--- src/rtl/ecc_regs_pkg.sv ---
package ecc_regs_pkg;
    localparam int REG_W        = 32;
    localparam int OFF_CTRL     = 'h00;
    localparam int OFF_UPD_EN   = 'h04;
    localparam int OFF_STATUS   = 'h08;
    localparam int OFF_CNT_CLR  = 'h0C;
    localparam int OFF_CNT_BASE = 'h10;
endpackage

--- src/rtl/ecc_sat_counter.sv ---
module ecc_sat_counter #(
    parameter int W = 16
) (
    input  logic         clk,
    input  logic         rst_n,
    input  logic         clr,
    input  logic         inc,
    output logic [W-1:0] cnt
);
    logic [W-1:0] cnt_d, cnt_q;

    always_comb begin
        cnt_d = cnt_q;
        if (clr) begin
            cnt_d = '0;
        end else if (inc && (cnt_q != {W{1'b1}})) begin
            cnt_d = cnt_q + 1'b1;
        end
    end

    always_ff @(posedge clk or negedge rst_n) begin
        if (!rst_n) cnt_q <= '0;
        else        cnt_q <= cnt_d;
    end

    assign cnt = cnt_q;
endmodule

--- src/rtl/ecc_bank_track.sv ---
module ecc_bank_track #(
    parameter int CNT_W = 16
) (
    input  logic             clk,
    input  logic             rst_n,
    input  logic             sb_ev,
    input  logic             db_ev,
    input  logic [1:0]       upd_en,
    input  logic [1:0]       w1c,
    input  logic [1:0]       cnt_clr,
    input  logic             hold_zero,
    output logic [1:0]       status,
    output logic [CNT_W-1:0] sb_cnt,
    output logic [CNT_W-1:0] db_cnt
);
    logic [1:0] status_d, status_q;
    logic [1:0] ev;

    assign ev = {db_ev, sb_ev};

    // new events win over a simultaneous write-1 clear
    always_comb begin
        status_d = (status_q & ~w1c) | (ev & upd_en);
    end

    always_ff @(posedge clk or negedge rst_n) begin
        if (!rst_n) status_q <= '0;
        else        status_q <= status_d;
    end

    assign status = status_q;

    ecc_sat_counter #(.W(CNT_W)) u_sb_cnt (
        .clk   (clk),
        .rst_n (rst_n),
        .clr   (cnt_clr[0] | hold_zero),
        .inc   (sb_ev),
        .cnt   (sb_cnt)
    );

    ecc_sat_counter #(.W(CNT_W)) u_db_cnt (
        .clk   (clk),
        .rst_n (rst_n),
        .clr   (cnt_clr[1] | hold_zero),
        .inc   (db_ev),
        .cnt   (db_cnt)
    );
endmodule

--- src/rtl/ecc_err_regs.sv ---
module ecc_err_regs
    import ecc_regs_pkg::*;
#(
    parameter int NUM_BANKS = 2,
    parameter int CNT_W     = 16,
    parameter int ADDR_W    = 8
) (
    input  logic                 clk,
    input  logic                 rst_n,
    input  logic [ADDR_W-1:0]    addr,
    input  logic                 wr_en,
    input  logic [REG_W-1:0]     wr_data,
    input  logic                 rd_en,
    output logic [REG_W-1:0]     rd_data,
    input  logic [NUM_BANKS-1:0] sb_err,
    input  logic [NUM_BANKS-1:0] db_err,
    output logic [NUM_BANKS-1:0] ecc_en,
    output logic [NUM_BANKS-1:0] soft_rst
);
    localparam int FW = 2 * NUM_BANKS;
    localparam int WW = ADDR_W - 2;

    typedef struct packed {
        logic [FW-1:0]    ctrl;
        logic [FW-1:0]    upd_en;
        logic [FW-1:0]    clr_pls;
        logic [REG_W-1:0] rdata;
    } regs_t;

    regs_t regs_d, regs_q;

    logic [WW-1:0]                   word;
    logic                            hit_ctrl, hit_upd, hit_stat, hit_clr;
    logic [FW-1:0]                   w1c;
    logic [FW-1:0]                   status_q;
    logic [FW-1:0]                   upd_en_q;
    logic [FW-1:0]                   clr_pls_q;
    logic [NUM_BANKS-1:0][CNT_W-1:0] sb_cnt;
    logic [NUM_BANKS-1:0][CNT_W-1:0] db_cnt;
    logic [REG_W-1:0]                rd_mux;

    assign word     = addr[ADDR_W-1:2];
    assign hit_ctrl = (word == WW'(OFF_CTRL    >> 2));
    assign hit_upd  = (word == WW'(OFF_UPD_EN  >> 2));
    assign hit_stat = (word == WW'(OFF_STATUS  >> 2));
    assign hit_clr  = (word == WW'(OFF_CNT_CLR >> 2));
    assign w1c      = (wr_en && hit_stat) ? wr_data[FW-1:0] : '0;

    always_comb begin
        rd_mux = '0;
        if (hit_ctrl) rd_mux = REG_W'(regs_q.ctrl);
        if (hit_upd)  rd_mux = REG_W'(regs_q.upd_en);
        if (hit_stat) rd_mux = REG_W'(status_q);
        for (int b = 0; b < NUM_BANKS; b++) begin
            if (word == WW'((OFF_CNT_BASE >> 2) + b)) begin
                rd_mux = (REG_W'(db_cnt[b]) << 16) | REG_W'(sb_cnt[b]);
            end
        end
    end

    always_comb begin
        regs_d         = regs_q;
        regs_d.clr_pls = '0;
        if (wr_en && hit_ctrl) regs_d.ctrl    = wr_data[FW-1:0];
        if (wr_en && hit_upd)  regs_d.upd_en  = wr_data[FW-1:0];
        if (wr_en && hit_clr)  regs_d.clr_pls = wr_data[FW-1:0];
        if (rd_en)             regs_d.rdata   = rd_mux;
    end

    always_ff @(posedge clk or negedge rst_n) begin
        if (!rst_n) regs_q <= '0;
        else        regs_q <= regs_d;
    end

    assign upd_en_q  = regs_q.upd_en;
    assign clr_pls_q = regs_q.clr_pls;
    assign rd_data   = regs_q.rdata;

    for (genvar b = 0; b < NUM_BANKS; b++) begin : g_bank
        assign ecc_en[b]   = regs_q.ctrl[2*b];
        assign soft_rst[b] = regs_q.ctrl[2*b+1];

        ecc_bank_track #(.CNT_W(CNT_W)) u_track (
            .clk       (clk),
            .rst_n     (rst_n),
            .sb_ev     (sb_err[b]),
            .db_ev     (db_err[b]),
            .upd_en    (regs_q.upd_en[2*b+1:2*b]),
            .w1c       (w1c[2*b+1:2*b]),
            .cnt_clr   (regs_q.clr_pls[2*b+1:2*b]),
            .hold_zero (regs_q.ctrl[2*b+1]),
            .status    (status_q[2*b+1:2*b]),
            .sb_cnt    (sb_cnt[b]),
            .db_cnt    (db_cnt[b])
        );
    end
endmodule

--- config.mk ---
export PLATFORM = sky130hd
export DESIGN_NAME = ecc_err_regs
export DESIGN_NICKNAME = d
export VERILOG_FILES = /design/src/rtl/ecc_regs_pkg.sv /design/src/rtl/ecc_sat_counter.sv /design/src/rtl/ecc_bank_track.sv /design/src/rtl/ecc_err_regs.sv
export SDC_FILE = /design/constraint.sdc
export NUM_CORES = 1
export LEC_CHECK = 0
export BUFFER_PORTS_ARGS = -buffer_cell sky130_fd_sc_hd__clkbuf_2
export CAP_MARGIN = 20
export CORE_AREA = 2 2 104 106
export CTS_BUF_LIST = sky130_fd_sc_hd__clkbuf_16
export CTS_CLUSTER_DIAMETER = 200
export CTS_CLUSTER_SIZE = 10
export DETAILED_ROUTE_END_ITERATION = 7
export DIE_AREA = 0 0 106 108
export PLACE_DENSITY = 0.95
export SYNTH_ARGS = -nofsm -noshare
export SYNTH_HDL_FRONTEND = slang
export SYNTH_HIERARCHICAL = 1
export SYNTH_SLANG_ARGS = --single-unit
--- constraint.sdc ---
create_clock -name clk -period 3.7 [get_ports clk]
set_clock_uncertainty 0.1 [all_clocks]
set_input_delay 0.74 -clock clk [delete_from_list [all_inputs] [get_ports clk]]
set_output_delay 0.74 -clock clk [all_outputs]
set_load 0.05 [all_outputs]
### Word-level counts from Yosys, hierarchy flattened

Cells that the tools add are included.

| storage, ports and cells | value |
|---|---|
| bits in registers | 112 |
| bits of input ports | 48 |
| output and inout bits | 36 |
| word-level logic and storage cells | 65 |

| cells by class | value |
|---|---|
| add/sub/neg operators | 4 |
| eq/ne operators | 9 |
| muxes and demuxes | 15 |
| bitwise logic cells | 14 |
| reductions and logical operators | 13 |

Operators by type and width:

| cell | number |
|---|---|
| $mux W16 | 8 |
| $add A16 B1 Y16 const B | 4 |
| $mux W32 | 2 |
| $ne A16 B16 Y1 const B | 4 |
| $or A32 B16 Y32 | 2 |
| $mux W4 | 5 |
| $eq A6 B2 Y1 const B | 2 |
| $eq A6 B3 Y1 const B | 2 |
| $and A2 B2 Y2 | 4 |
| $logic_and A1 B1 Y1 | 8 |
| $reduce_bool A2 Y1 | 4 |
| $eq A6 B1 Y1 const B | 1 |
| $logic_not A6 Y1 | 1 |
| $not A2 Y2 | 2 |
| $or A1 B1 Y1 | 4 |
| $or A2 B2 Y2 | 2 |

### Logic depth before layout (Yosys ltp)

Gate-level depths: netlist of run 1.

| logic depth | value |
|---|---|
| word-level depth | 6 |
| gate-level depth with buffers | 7 |
| mapped depth without buffers | 5 |

### By module

The synthesis of run 1 kept the hierarchy.

By module, submodules not included:

| module | instances | cells each | area each (µm²) | sequential area each (µm²) |
|---|---|---|---|---|
| ecc_sat_counter | 4 | 98 | 942.2 | 400.4 |
| ecc_err_regs | 1 | 216 | 2364.8 | 1101.1 |
| ecc_bank_track | 2 | 10 | 87.6 | 50.0 |

### Worst setup path after synthesis of run 1

No wires, ideal clock.

| path | value |
|---|---|
| kind | input-to-reg |
| start | input addr[2] |
| end | register regs_q[2], in the netlist rd_data[2] |
| setup time | 0.142 ns |
| data arrival time | 1.679 ns |
| data required time | 3.458 ns |
| path slack | 1.779 ns |
| stages on the path | 7 |
| buffers on the path | 3 |
| cells stage by stage | buf_2 -> nor2b_1 -> and2_1 -> buf_6 -> buf_8 -> a211oi_1 -> o22ai_1 |

| on the way | value |
|---|---|
| longest elaborated chain between the ends | 6 |
| elaborated cells between the ends (all ways) | 10 |
| classes of those cells | eq/ne (4); mux (5); reduce/logical (1) |

RTL lines:

| item | line | RTL |
|---|---|---|
| start: declaration | ecc_err_regs.sv:10 | `input logic [ADDR_W-1:0] addr,` |
| $logic_not A6 Y1 | ecc_err_regs.sv:43 | `assign hit_ctrl = (word == WW'(OFF_CTRL >> 2));` |
| $mux W4 | ecc_err_regs.sv:51 | `if (hit_ctrl) rd_mux = REG_W'(regs_q.ctrl);` |
| $mux W4 | ecc_err_regs.sv:52 | `if (hit_upd) rd_mux = REG_W'(regs_q.upd_en);` |
| $mux W4 | ecc_err_regs.sv:53 | `if (hit_stat) rd_mux = REG_W'(status_q);` |
| $mux W32 | ecc_err_regs.sv:55 | `if (word == WW'((OFF_CNT_BASE >> 2) + b)) begin` |
| $mux W32 (*) | ecc_err_regs.sv:55 |  |
| end signal: assignment | ecc_err_regs.sv:72 | `else regs_q <= regs_d;` |
| end: declaration | ecc_err_regs.sv:30 | `regs_t regs_d, regs_q;` |

Every way passes the cells marked *; elsewhere a longest branch is shown, timed or not.
A chain may end at the register's enable or synchronous reset.

### Worst setup path in the final report of run 1

| path | value |
|---|---|
| start | register g_bank[1].u_track.u_db_cnt.cnt_q[0] |
| end | register g_bank[1].u_track.u_db_cnt.cnt_q[15] |

| on the way | value |
|---|---|
| longest elaborated chain between the ends | 3 |
| elaborated cells between the ends (all ways) | 6 |
| classes of those cells | add/sub (1); eq/ne (1); mux (2); reduce/logical (2) |

RTL lines:

| item | line | RTL |
|---|---|---|
| start: declaration | ecc_sat_counter.sv:10 | `logic [W-1:0] cnt_d, cnt_q;` |
| start signal: assignment | ecc_sat_counter.sv:23 | `else cnt_q <= cnt_d;` |
| $add A16 B1 Y16 / $ne A16 B16 Y1 (equally long branches) | ecc_sat_counter.sv:17, ecc_sat_counter.sv:16 |  |
| $mux W16 / $logic_and A1 B1 Y1 (equally long branches) | ecc_sat_counter.sv:16 | `end else if (inc && (cnt_q != {W{1'b1}})) begin` |
| $mux W16 / $reduce_bool A2 Y1 (equally long branches) | -- |  |

Several ways; a longest one is shown, not always the timed one. The select of a mux whose other input is x is not followed.

==> impl_metrics.env, run 1 <==
export IMPL_run_status="finished clean"
export IMPL_crit_required_ns=3.83
export IMPL_synth_area_top_cells="sky130_fd_sc_hd__dfrtp_1 44%, sky130_fd_sc_hd__a22oi_2 5.2%, sky130_fd_sc_hd__a21oi_1 3.6%"
export IMPL_vdd_ir_drop_worst_v=0.0002387
export IMPL_cp_startpoint="g_bank[1].u_track/u_db_cnt/cnt[0]$_DFFE_PN0P_"
export IMPL_tritoncts="yes"
export IMPL_dr_total_vias=5362
export IMPL_wl_per_cell_um=18.82
export IMPL_critical_path_max_fanout=19
export IMPL_globalRouteOverflowTotal=0
export IMPL_synth_seq_area_share=0.4443
export IMPL_cts_repair_resized=0
export IMPL_grt_max_degree=70
export IMPL_reg2regPathDepth=5
export IMPL_clkSinkCount=112
export IMPL_nNetsFinal=711
export IMPL_rrSetupSlack_ns=1.19
export IMPL_timing_final_setup_violations=0
export IMPL_hold_path_class="in -> async"
export IMPL_power_report_internal_total_mw=1.961
export IMPL_report_final_hold_viol_count=0
export IMPL_portBuffers=53
export IMPL_vias_in_the_first_global_route=5097
export IMPL_dieArea_um2=11450
export IMPL_crit_type="reg -> reg"
export IMPL_dr_first_iter_drc_count=488
export IMPL_avgSynthCellArea_um2=10.05
export IMPL_netSwitchingPower_mw=1.003
export IMPL_postRouteAntennaNets=0
export IMPL_slew_headroom=0.4042
export IMPL_syn_instance_count=628
export IMPL_crit_end="g_bank[1].u_track/u_db_cnt/cnt[15]$_DFFE_PN0P_"
export IMPL_drt_first_pass_iters=6
export IMPL_cap_violations=0
export IMPL_timing_fmax_mhz=398.0
export IMPL_placed_area_um2=6526
export IMPL_clk_transition_reported_paths_ns=0.07
export IMPL_grt_util_overall=0.2768
export IMPL_post_drt_via_cell_ratio=6.703
export IMPL_synthToLayoutAreaGrowth_pct=7.656
export IMPL_die_y_um=108
export IMPL_p_clk_frac=0.304
export IMPL_power_switching_fraction=0.3383
export IMPL_grt_pass1_wl_um=25230
export IMPL_cts_htree_levels=3
export IMPL_postCtsSetupBuffers=0
export IMPL_fin_crit_ns=2.513
export IMPL_drc=0
export IMPL_yosysUniqueCellTypes=42
export IMPL_cts_buffer_count=9
export IMPL_cp_start_kind="register"
export IMPL_worstSkewPairLatency_ns=0.35
export IMPL_r2r_start="g_bank[1].u_track/u_db_cnt/cnt[0]$_DFFE_PN0P_"
export IMPL_power_combinational_fraction=0.174
export IMPL_filler_instances=717
export IMPL_min_period_over_period=0.6791
export IMPL_post_dp_hpwl_um=9976
export IMPL_synth_top_area_frac=0.4443
export IMPL_fin_tns_setup_ns=0
export IMPL_synth_yosys_warnings=6
export IMPL_io_pin_count=84
export IMPL_design_core_area_um2=10230
export IMPL_crit_path_end_kind="register"
export IMPL_ys_ff_latch=112
export IMPL_worst_endpoint_arrival_ns=2.64
export IMPL_area_of_the_multi_input_gates_um2=3153
export IMPL_timing_max_transition_violations_final=0
export IMPL_detail_route_wirelength_um=15060
export IMPL_start_util=0.6166
export IMPL_die_width_um=106
export IMPL_power_static_leakage_nw=2.831
export IMPL_regArea_um2=2803
export IMPL_antenna_cells=0
export IMPL_syn_nets=680
export IMPL_cts_path_max_buffers=2
export IMPL_rsz0062_at_grt="false"
export IMPL_fin_area_um2=6792
export IMPL_routabilityCongestion=0.8926
export IMPL_root_buffer="sky130_fd_sc_hd__clkbuf_16"
export IMPL_r2r_end="g_bank[1].u_track/u_db_cnt/cnt[15]$_DFFE_PN0P_"
export IMPL_floorplan_rows=37
export IMPL_timing_worst_slew_pin_value_ns=0.8870
export IMPL_power_density_cell_area_nw_per_um2=436.4
export IMPL_drive_gt1_frac=0.2470
export IMPL_seq_power_share=0.522
export IMPL_netlist_top_cell_by_area="sky130_fd_sc_hd__dfrtp_1"
export IMPL_grt_antenna_before_repair=0
export IMPL_synth_area_um2=6309
export IMPL_cts_hold_repair_buffers=0
worst max-delay path, cell delays in order, from the launching register on:
cell and delay [ns]:
sky130_fd_sc_hd__dfrtp_1 0.46, sky130_fd_sc_hd__ha_1 0.28, sky130_fd_sc_hd__nand4_2 0.16, sky130_fd_sc_hd__nor4_4 0.83
sky130_fd_sc_hd__nor4_1 0.17, sky130_fd_sc_hd__mux2_1 0.38
cell usage after synthesis, drive strengths merged:
master and n:
dfrtp 112, a21oi 72, nor2 49, nand2 37
o21ai 36, nand4 29, a22oi 28, o31ai 28
or4 28, inv 24, clkbuf 23, nor4 21
nor2b 17, mux2 16, nand3 15, buf 14
and3 12, or3 12, a211oi 8, and4 8
nand3b 8, nor3 8, ha 4, mux2i 4
o211ai 4, o22ai 4, or2 4, and2 2
nor4b 1
layout make-up:
class                      count  share of cell area
tap                          136             0.02506
multi-input combinational    455              0.4643
clock inverter                 7            0.005895
sequential                   112              0.4127
clock buffer                   9             0.03316
inverter                      24             0.01326
timing repair buffer          57             0.04569
per-layer routing:
metal	share of wire	wire length [um]	GRT usage
met1	0.41	6102	0.3945
met2	0.49	7340	0.4364
met3	0.086	1288	0.03918
met4	0.021	323	0.1034
met5	0	0	0
power groups by stage:
| stage | logic, mW | clock network (mW) | registers, mW |
|---|---|---|---|
| detailed placement | 0.507 | 0 | 1.56 |
| global route | 0.566 | 0.959 | 1.57 |
| floorplan | 0.275 | 0 | 1.61 |
| finish | 0.517 | 0.900 | 1.55 |
| global placement | 0.472 | 0 | 1.54 |
| CTS | 0.512 | 0.906 | 1.54 |
how the worst min path moves through the flow:
stage / startpoint / end / slack (ns)
CTS: rst_n / g_bank[0].u_track/u_sb_cnt/cnt[9]$_DFFE_PN0P_ / 0.30
global placement: upd_en_q[0]$_DFFE_PN0P_ / g_bank[0].u_track/status[0]$_DFF_PN0_ / 0.38
finish: rst_n / rd_data[14]$_DFFE_PN0P_ / 0.28
detailed placement: upd_en_q[2]$_DFFE_PN0P_ / upd_en_q[2]$_DFFE_PN0P_ / 0.40
floorplan: rst_n / clr_pls_q[0]$_DFF_PN0_ / 0.34
global route: rst_n / g_bank[0].u_track/u_sb_cnt/cnt[9]$_DFFE_PN0P_ / 0.33
sequential cells by signal, indices dropped and copies added (netlist names):
register                     count
clr_pls_q                        4
ecc_en                           2
g_bank.u_track/status            4
g_bank.u_track/u_db_cnt/cnt     32
g_bank.u_track/u_sb_cnt/cnt     32
rd_data                         32
soft_rst                         2
upd_en_q                         4
placed cells by master, fill, tap and decap left out, types with 5 or more instances in the layout:
master	instances
sky130_fd_sc_hd__nor2b_1	17
sky130_fd_sc_hd__mux2_1	16
sky130_fd_sc_hd__dfrtp_1	112
sky130_fd_sc_hd__nand4_1	25
sky130_fd_sc_hd__nor4_1	16
sky130_fd_sc_hd__o31ai_1	28
sky130_fd_sc_hd__or4_2	8
sky130_fd_sc_hd__nand2_1	37
sky130_fd_sc_hd__o21ai_0	24
sky130_fd_sc_hd__nand3b_1	8
sky130_fd_sc_hd__o21ai_1	12
sky130_fd_sc_hd__nor2_1	49
sky130_fd_sc_hd__clkbuf_16	9
sky130_fd_sc_hd__inv_1	25
sky130_fd_sc_hd__clkbuf_2	52
sky130_fd_sc_hd__and3_1	8
sky130_fd_sc_hd__nor4_4	5
sky130_fd_sc_hd__nand3_1	15
sky130_fd_sc_hd__or3_1	8
sky130_fd_sc_hd__and4_2	8
sky130_fd_sc_hd__nor3_1	8
sky130_fd_sc_hd__a21oi_2	26
sky130_fd_sc_hd__or4_1	20
sky130_fd_sc_hd__a21oi_1	46
sky130_fd_sc_hd__a22oi_2	26
logic make-up (layout without fill, tap and decap cells):
family	count (synthesis)	after routing	share of synthesized area
flip-flops	112	112	0.4443
AO/OA/AOI/OAI	180	180	0.2130
adder cells (fa/ha/maj)	4	4	0.007934
multiplexers	20	20	0.03491
buffers and inverters	61	97	0.05593
AND/OR/NAND/NOR	251	251	0.2440
stage by stage:
stage	hold WS, ns	power, mW	cells	setup slack (ns)	utilization
2_1_floorplan	0.3444	1.883	628	1.779	-
3_3_place_gp	0.3849	2.015	784	1.255	0.6379
3_5_place_dp	0.4044	2.064	784	1.159	0.6379
4_1_cts	0.2994	2.955	800	1.246	0.6638
5_1_grt	0.3301	3.093	800	1.011	0.6638
6_report	0.2837	2.964	800	1.187	0.6638
No activity file was read; power rests on OpenSTA's default activity.
==> inputs of run 2 (changes only) <==
- ABC_AREA: not set -> 1
- CORE_AREA: 2 2 104 106 -> 2 2 109 111
- DIE_AREA: 0 0 106 108 -> 0 0 111 113
- PLACE_DENSITY: 0.95 -> 0.92
- clock period: 3.7 -> 2.5 ns (I/O delays scaled with it)
==> impl_metrics.env, run 2 <==
export IMPL_run_status="finished clean"
export IMPL_synth_top_area_frac=0.4238
export IMPL_placed_cells_incl_taps=1054
export IMPL_hold_depth=3
export IMPL_combinational_family_with_the_most_area_after_synthesis="simple AND/OR/NAND/NOR gates"
export IMPL_io_pin_count=84
export IMPL_cp_start_kind="register"
export IMPL_power_static_leakage_nw=3.451
export IMPL_slew_headroom=0.6398
export IMPL_yosys_area_share_xor_xnor=0.02649
export IMPL_synth_area_top_cells="sky130_fd_sc_hd__dfrtp_1 42%, sky130_fd_sc_hd__nand2_1 14%, sky130_fd_sc_hd__nand3_1 8.2%"
export IMPL_clk_transition_reported_paths_ns=0.07
export IMPL_grt_busiest_layer="met2"
export IMPL_crit_required_ns=2.69
export IMPL_syn_nets=929
export IMPL_synth_yosys_warnings=6
export IMPL_floorplan_rows=39
export IMPL_start_util=0.5866
export IMPL_final_util=0.6408
export IMPL_tritoncts="yes"
export IMPL_synthArstFlopShare=1.000
export IMPL_timing_fmax_mhz=529.0
export IMPL_critical_path_max_fanout=8
export IMPL_antenna_cells=0
export IMPL_detail_route_wirelength_um=15840
export IMPL_post_dp_hpwl_um=11300
export IMPL_synth_area_um2=6613
export IMPL_ys_ff_latch=112
export IMPL_synthToLayoutAreaGrowth_pct=9.234
export IMPL_hold_path_class="in -> reg"
export IMPL_grt_util_overall=0.2658
export IMPL_post_drt_via_cell_ratio=5.756
export IMPL_netlist_top_cell_by_area="sky130_fd_sc_hd__dfrtp_1"
export IMPL_yosysUniqueCellTypes=35
export IMPL_avgSynthCellArea_um2=7.540
export IMPL_clkSinkCount=112
export IMPL_mostFrequentLayoutCell="sky130_fd_sc_hd__nand2_1"
export IMPL_postRouteAntennaNets=0
export IMPL_nNetsFinal=975
export IMPL_crit_path_end_kind="register"
export IMPL_timing_final_setup_violations=0
export IMPL_cts_repair_resized=0
export IMPL_drive_gt1_frac=0.1390
export IMPL_timing_max_transition_violations_final=0
export IMPL_dieArea_um2=12540
export IMPL_grt_pass1_wl_um=27260
export IMPL_synth_main_ff_cell="sky130_fd_sc_hd__dfrtp_1"
export IMPL_post_synth_fa_ha_maj_area_fraction=0.007569
export IMPL_reg2regPathDepth=9
export IMPL_use_met1=0.3668
export IMPL_root_buffer="sky130_fd_sc_hd__clkbuf_16"
export IMPL_drc=0
export IMPL_drt_first_pass_iters=5
export IMPL_synth_compound_gate_area_share=0.07114
export IMPL_grt_antenna_before_repair=0
export IMPL_crit_type="reg -> reg"
export IMPL_cts_htree_levels=3
export IMPL_wl_per_cell_um=14.79
export IMPL_grt_met2_usage=0.4204
export IMPL_synth_cells_most_frequent="253 x sky130_fd_sc_hd__nand2_1, 114 x sky130_fd_sc_hd__nor2_1, 112 x sky130_fd_sc_hd__dfrtp_1"
export IMPL_fin_area_um2=7223
export IMPL_fin_crit_ns=1.890
export IMPL_synthMostInstantiatedCell="sky130_fd_sc_hd__nand2_1"
export IMPL_postCtsSetupBuffers=0
export IMPL_cap_violations=0
export IMPL_die_y_um=113
export IMPL_report_final_hold_viol_count=0
export IMPL_portBuffers=53
export IMPL_synth_simple_area_share=0.3917
export IMPL_cts_buffer_count=9
export IMPL_vdd_ir_drop_worst_v=0.0006495
export IMPL_vias_in_the_first_global_route=5809
export IMPL_placed_area_um2=6957
export IMPL_synth_seq_area_share=0.4238
export IMPL_worst_endpoint_arrival_ns=2.08
export IMPL_fin_tns_setup_ns=0
export IMPL_timing_worst_slew_pin_value_ns=0.5397
export IMPL_dr_total_vias=6165
export IMPL_rsz0062_at_grt="false"
export IMPL_layoutNonFillerInstCount=1071
export IMPL_routabilityCongestion=0.9394
export IMPL_power_density_cell_area_nw_per_um2=616.8
export IMPL_syn_instance_count=877
export IMPL_grt_max_degree=62
export IMPL_synth_edf_count=0
export IMPL_globalRouteOverflowTotal=0
export IMPL_post_synth_mux_area_share=0
export IMPL_worstSkewPairLatency_ns=0.35
export IMPL_die_width_um=111
export IMPL_layout_common_cells="253 x sky130_fd_sc_hd__nand2_1, 114 x sky130_fd_sc_hd__nor2_1, 112 x sky130_fd_sc_hd__dfrtp_1"
export IMPL_design_core_area_um2=11270
export IMPL_globalRouteMet3Util=0.05035
export IMPL_min_period_over_period=0.7561
export IMPL_cts_path_max_buffers=2
export IMPL_dr_first_iter_drc_count=778
run 2: changes by cell type in the layout (fill, tap and decap cells not counted), moves of 17 or more:
cell	delta
sky130_fd_sc_hd__a21oi_2	-26
sky130_fd_sc_hd__nor2b_1	-17
sky130_fd_sc_hd__a21oi_1	-42
sky130_fd_sc_hd__nand2_1	+216
sky130_fd_sc_hd__a31oi_1	+28
sky130_fd_sc_hd__o31ai_1	-28
sky130_fd_sc_hd__nor2_1	+65
sky130_fd_sc_hd__inv_1	+42
sky130_fd_sc_hd__or4_1	-20
sky130_fd_sc_hd__nand4_1	+17
sky130_fd_sc_hd__nand3_1	+94
sky130_fd_sc_hd__a22oi_2	-26
run 2: what timing repair did:
action / in CTS / in global routing
hold endpoints to repair: 14 / 0
hold buffers: 1 / 0
setup endpoints to repair: 0 / 0
run 2: cells by family after synthesis:
logic type,after synthesis
adders and majority gates,4
AOI/OAI and AO/OA,72
and+or+nand+nor,563
buffers and inverters,106
xor gates and xnor gates,20
DFF,112
run 2: path summary, 6_finish.rpt:
kind,to,slack (ns),startpoint
worst min-delay path,clr_pls_q[3]$_DFF_PN0_,0.32,wr_data[3]
min in group asynchronous,g_bank[1].u_track/u_db_cnt/cnt[12]$_DFFE_PN0P_,0.45,rst_n
max in group asynchronous,rd_data[19]$_DFFE_PN0P_,1.22,rst_n
worst max-delay path,g_bank[1].u_track/u_sb_cnt/cnt[8]$_DFFE_PN0P_,0.61,g_bank[1].u_track/u_sb_cnt/cnt[0]$_DFFE_PN0P_
worst max register to register,g_bank[1].u_track/u_sb_cnt/cnt[8]$_DFFE_PN0P_,0.61,g_bank[1].u_track/u_sb_cnt/cnt[0]$_DFFE_PN0P_
worst min register to register,g_bank[0].u_track/status[1]$_DFF_PN0_,0.39,g_bank[0].u_track/status[1]$_DFF_PN0_
run 2: final cells by class:
cell class,count,area [um2]
clock buffers,9,225.2
clock inverters,7,31.28
fillers,948,4049
inverters,75,294.0
multi-input cells,659,3286
flip-flops and latches,112,2803
well taps,143,178.9
repair buffers,66,405.4
run 2: metal layers:
metal,share of wire,up-vias
met3,0.077,27
met4,0.022,0
li1,-,2978
met5,0,-
met1,0.44,2874
met2,0.46,286
run 2: critical path, stage by stage (launching register included):
cell,delay [ns]
sky130_fd_sc_hd__dfrtp_1,0.42
sky130_fd_sc_hd__ha_1,0.23
sky130_fd_sc_hd__nand2_2,0.11
sky130_fd_sc_hd__nor2_4,0.07
sky130_fd_sc_hd__nand2_4,0.10
sky130_fd_sc_hd__nor2_1,0.05
sky130_fd_sc_hd__nor2_1,0.32
sky130_fd_sc_hd__buf_4,0.24
sky130_fd_sc_hd__nand4_1,0.09
sky130_fd_sc_hd__nand2_1,0.10
run 2: per-stage QoR:
step	total power [mW]	setup slack (ns)	hold slack (ns)
2_1_floorplan	2.932	0.8293	0.1044
3_3_place_gp	3.143	0.6799	0.2835
3_5_place_dp	3.183	0.6374	0.2861
4_1_cts	4.470	0.6458	0.3179
5_1_grt	4.702	0.5036	0.3337
6_report	4.455	0.6097	0.3246
run 2: where the power goes:
part,switching (mW),internal (mW),total [mW],leakage [nW]
registers,0.228,2.01,2.24,1.48
clock network,0.634,0.659,1.29,0.139
logic,0.643,0.284,0.927,1.83
==> inputs of run 3 (changes only) <==
- ABC_AREA: 1 -> 0
- CORE_AREA: 2 2 109 111 -> 2 2 108 110
- DIE_AREA: 0 0 111 113 -> 0 0 110 112
- PLACE_DENSITY: 0.92 -> 0.91
- clock period: 2.5 -> 1.9 ns (I/O delays scaled with it)
==> impl_metrics.env, run 3 (synthesized netlist as in run 1, its figures left out) <==
export IMPL_die_width_um=110
export IMPL_layout_common_cells="103 x sky130_fd_sc_hd__dfrtp_1, 88 x sky130_fd_sc_hd__buf_4, 52 x sky130_fd_sc_hd__clkbuf_2"
export IMPL_fin_tns_setup_ns=-1.392
export IMPL_run_status="complete, but fails checks"
export IMPL_dr_total_vias=6581
export IMPL_post_dp_hpwl_um=11930
export IMPL_synthToLayoutAreaGrowth_pct=26.56
export IMPL_worst_endpoint_arrival_ns=2.20
export IMPL_crit_path_end_kind="register"
export IMPL_p_total_mw=6.498
export IMPL_globalRouteMet3Util=0.05855
export IMPL_timing_worst_slew_pin_value_ns=0.6222
export IMPL_area_of_the_multi_input_gates_um2=3472
export IMPL_grt_antenna_before_repair=0
export IMPL_seq_power_share=0.461
export IMPL_power_combinational_fraction=0.243
export IMPL_hold_slack_ns=0.1945
export IMPL_dieArea_um2=12320
export IMPL_regArea_um2=2814
export IMPL_io_pin_count=84
export IMPL_crit_type="reg -> reg"
export IMPL_design_core_area_um2=11170
export IMPL_vias_in_the_first_global_route=6089
export IMPL_final_util=0.7145
export IMPL_clkSinkCount=112
export IMPL_netSwitchingPower_mw=2.267
export IMPL_grt_met2_usage=0.4945
export IMPL_vdd_ir_drop_worst_v=0.0006260
export IMPL_grt_busiest_layer="met2"
export IMPL_fin_area_um2=7984
export IMPL_grt_pass1_wl_um=29650
export IMPL_final_setup_worst_slack_ns=-0.1402
export IMPL_use_met1=0.4008
export IMPL_wl_per_cell_um=24.00
export IMPL_floorplan_rows=39
export IMPL_power_report_internal_total_mw=4.231
export IMPL_antenna_cells=0
export IMPL_start_util=0.5646
export IMPL_timing_fmax_mhz=490.2
export IMPL_worstSkewPairLatency_ns=0.36
export IMPL_report_final_hold_viol_count=0
export IMPL_critical_path_max_fanout=8
export IMPL_p_clk_frac=0.297
export IMPL_crit_required_ns=2.06
export IMPL_slew_headroom=0.5852
export IMPL_hold_path_startpoint="wr_data[2]"
export IMPL_post_drt_via_cell_ratio=7.272
export IMPL_cp_startpoint="g_bank[1].u_track/u_db_cnt/cnt[0]$_DFFE_PN0P_"
export IMPL_globalRouteOverflowTotal=0
export IMPL_root_buffer="sky130_fd_sc_hd__clkbuf_16"
export IMPL_tritoncts="yes"
export IMPL_rsz0062_at_grt="true"
export IMPL_cp_start_kind="register"
export IMPL_power_density_cell_area_nw_per_um2=813.9
export IMPL_drt_first_pass_iters=6
export IMPL_timing_final_setup_violations=24
export IMPL_cts_htree_levels=3
export IMPL_cts_path_max_buffers=2
export IMPL_fin_crit_ns=2.040
export IMPL_die_y_um=112
export IMPL_r2r_start="g_bank[1].u_track/u_db_cnt/cnt[0]$_DFFE_PN0P_"
export IMPL_nNetsFinal=809
export IMPL_portBuffers=53
export IMPL_hold_path_class="in -> reg"
export IMPL_postRouteAntennaNets=0
export IMPL_drc=0
export IMPL_cts_buffer_count=9
export IMPL_grt_util_overall=0.3062
export IMPL_dr_first_iter_drc_count=1249
export IMPL_cap_violations=0
export IMPL_min_period_over_period=1.074
export IMPL_mostFrequentLayoutCell="sky130_fd_sc_hd__dfrtp_1"
export IMPL_grt_max_degree=40
export IMPL_drive_gt1_frac=0.3963
export IMPL_power_static_leakage_nw=3.326
export IMPL_timing_max_transition_violations_final=0
export IMPL_detail_route_wirelength_um=21720
export IMPL_routabilityCongestion=0.9363
export IMPL_power_switching_fraction=0.3488
export IMPL_clk_transition_reported_paths_ns=0.08
export IMPL_violations="setup timing"
export IMPL_filler_instances=630
export IMPL_placed_area_um2=7203
[run 3: per-layer routing]
layer | up-vias | wire [um]
met4 | 0 | 1408
met3 | 190 | 2411
met2 | 633 | 10070
met1 | 3128 | 7837
met5 | - | 0
li1 | 2630 | -
[run 3: worst max-delay path, stage by stage, from the launching register on]
cell                       delay (ns)
sky130_fd_sc_hd__dfrtp_1         0.43
sky130_fd_sc_hd__ha_2            0.27
sky130_fd_sc_hd__and4_4          0.28
sky130_fd_sc_hd__o211ai_4        0.13
sky130_fd_sc_hd__or4_1           0.51
sky130_fd_sc_hd__a21oi_1         0.23
[run 3: final cells by class]
| class | count | area share |
|---|---|---|
| multi-input cells | 456 | 0.4349 |
| flip-flops and latches | 112 | 0.3525 |
| repair buffers | 154 | 0.1426 |
| clock buffers | 9 | 0.02821 |
| well taps | 143 | 0.02241 |
| inverters | 24 | 0.01128 |
| clock inverters | 7 | 0.008149 |
[run 3: power groups by stage]
stage	Clock [mW]	Combinational (mW)	Sequential (mW)
floorplan	0	0.536	3.13
global placement	0	1.28	2.90
detailed placement	0	1.38	2.93
CTS	1.89	1.42	2.90
global route	2.02	1.65	3.00
finish	1.93	1.58	2.99
[run 3: final timing paths]
path                       cells past startpoint                                              to  slack (ns)
setup / recovery                               5  g_bank[1].u_track/u_db_cnt/cnt[14]$_DFFE_PN0P_       -0.14
hold / removal                                 3                          clr_pls_q[2]$_DFF_PN0_        0.19
setup reg to reg                               5  g_bank[1].u_track/u_db_cnt/cnt[14]$_DFFE_PN0P_       -0.14
hold reg to reg                                2                         upd_en_q[0]$_DFFE_PN0P_        0.42
max in group asynchronous                      3                          rd_data[5]$_DFFE_PN0P_        0.70
min in group asynchronous                      2   g_bank[0].u_track/u_sb_cnt/cnt[2]$_DFFE_PN0P_        0.40
[run 3: stage by stage]
stage               instances  setup WS [ns]
floorplan                 628        0.04873
global placement          870        0.02700
detailed placement        870       -0.07739
CTS                       892      0.0002893
global route              905        -0.1203
finish                    905        -0.1402
[run 3: repair_timing]
action                                 CTS  global route
gates cloned                             1             0
setup endpoints to repair               22            39
hold buffers                             1             0
endpoints found under the hold margin   29             0
pin swaps                                5            23
gates resized for setup                 10            56
buffers inserted                         4            13
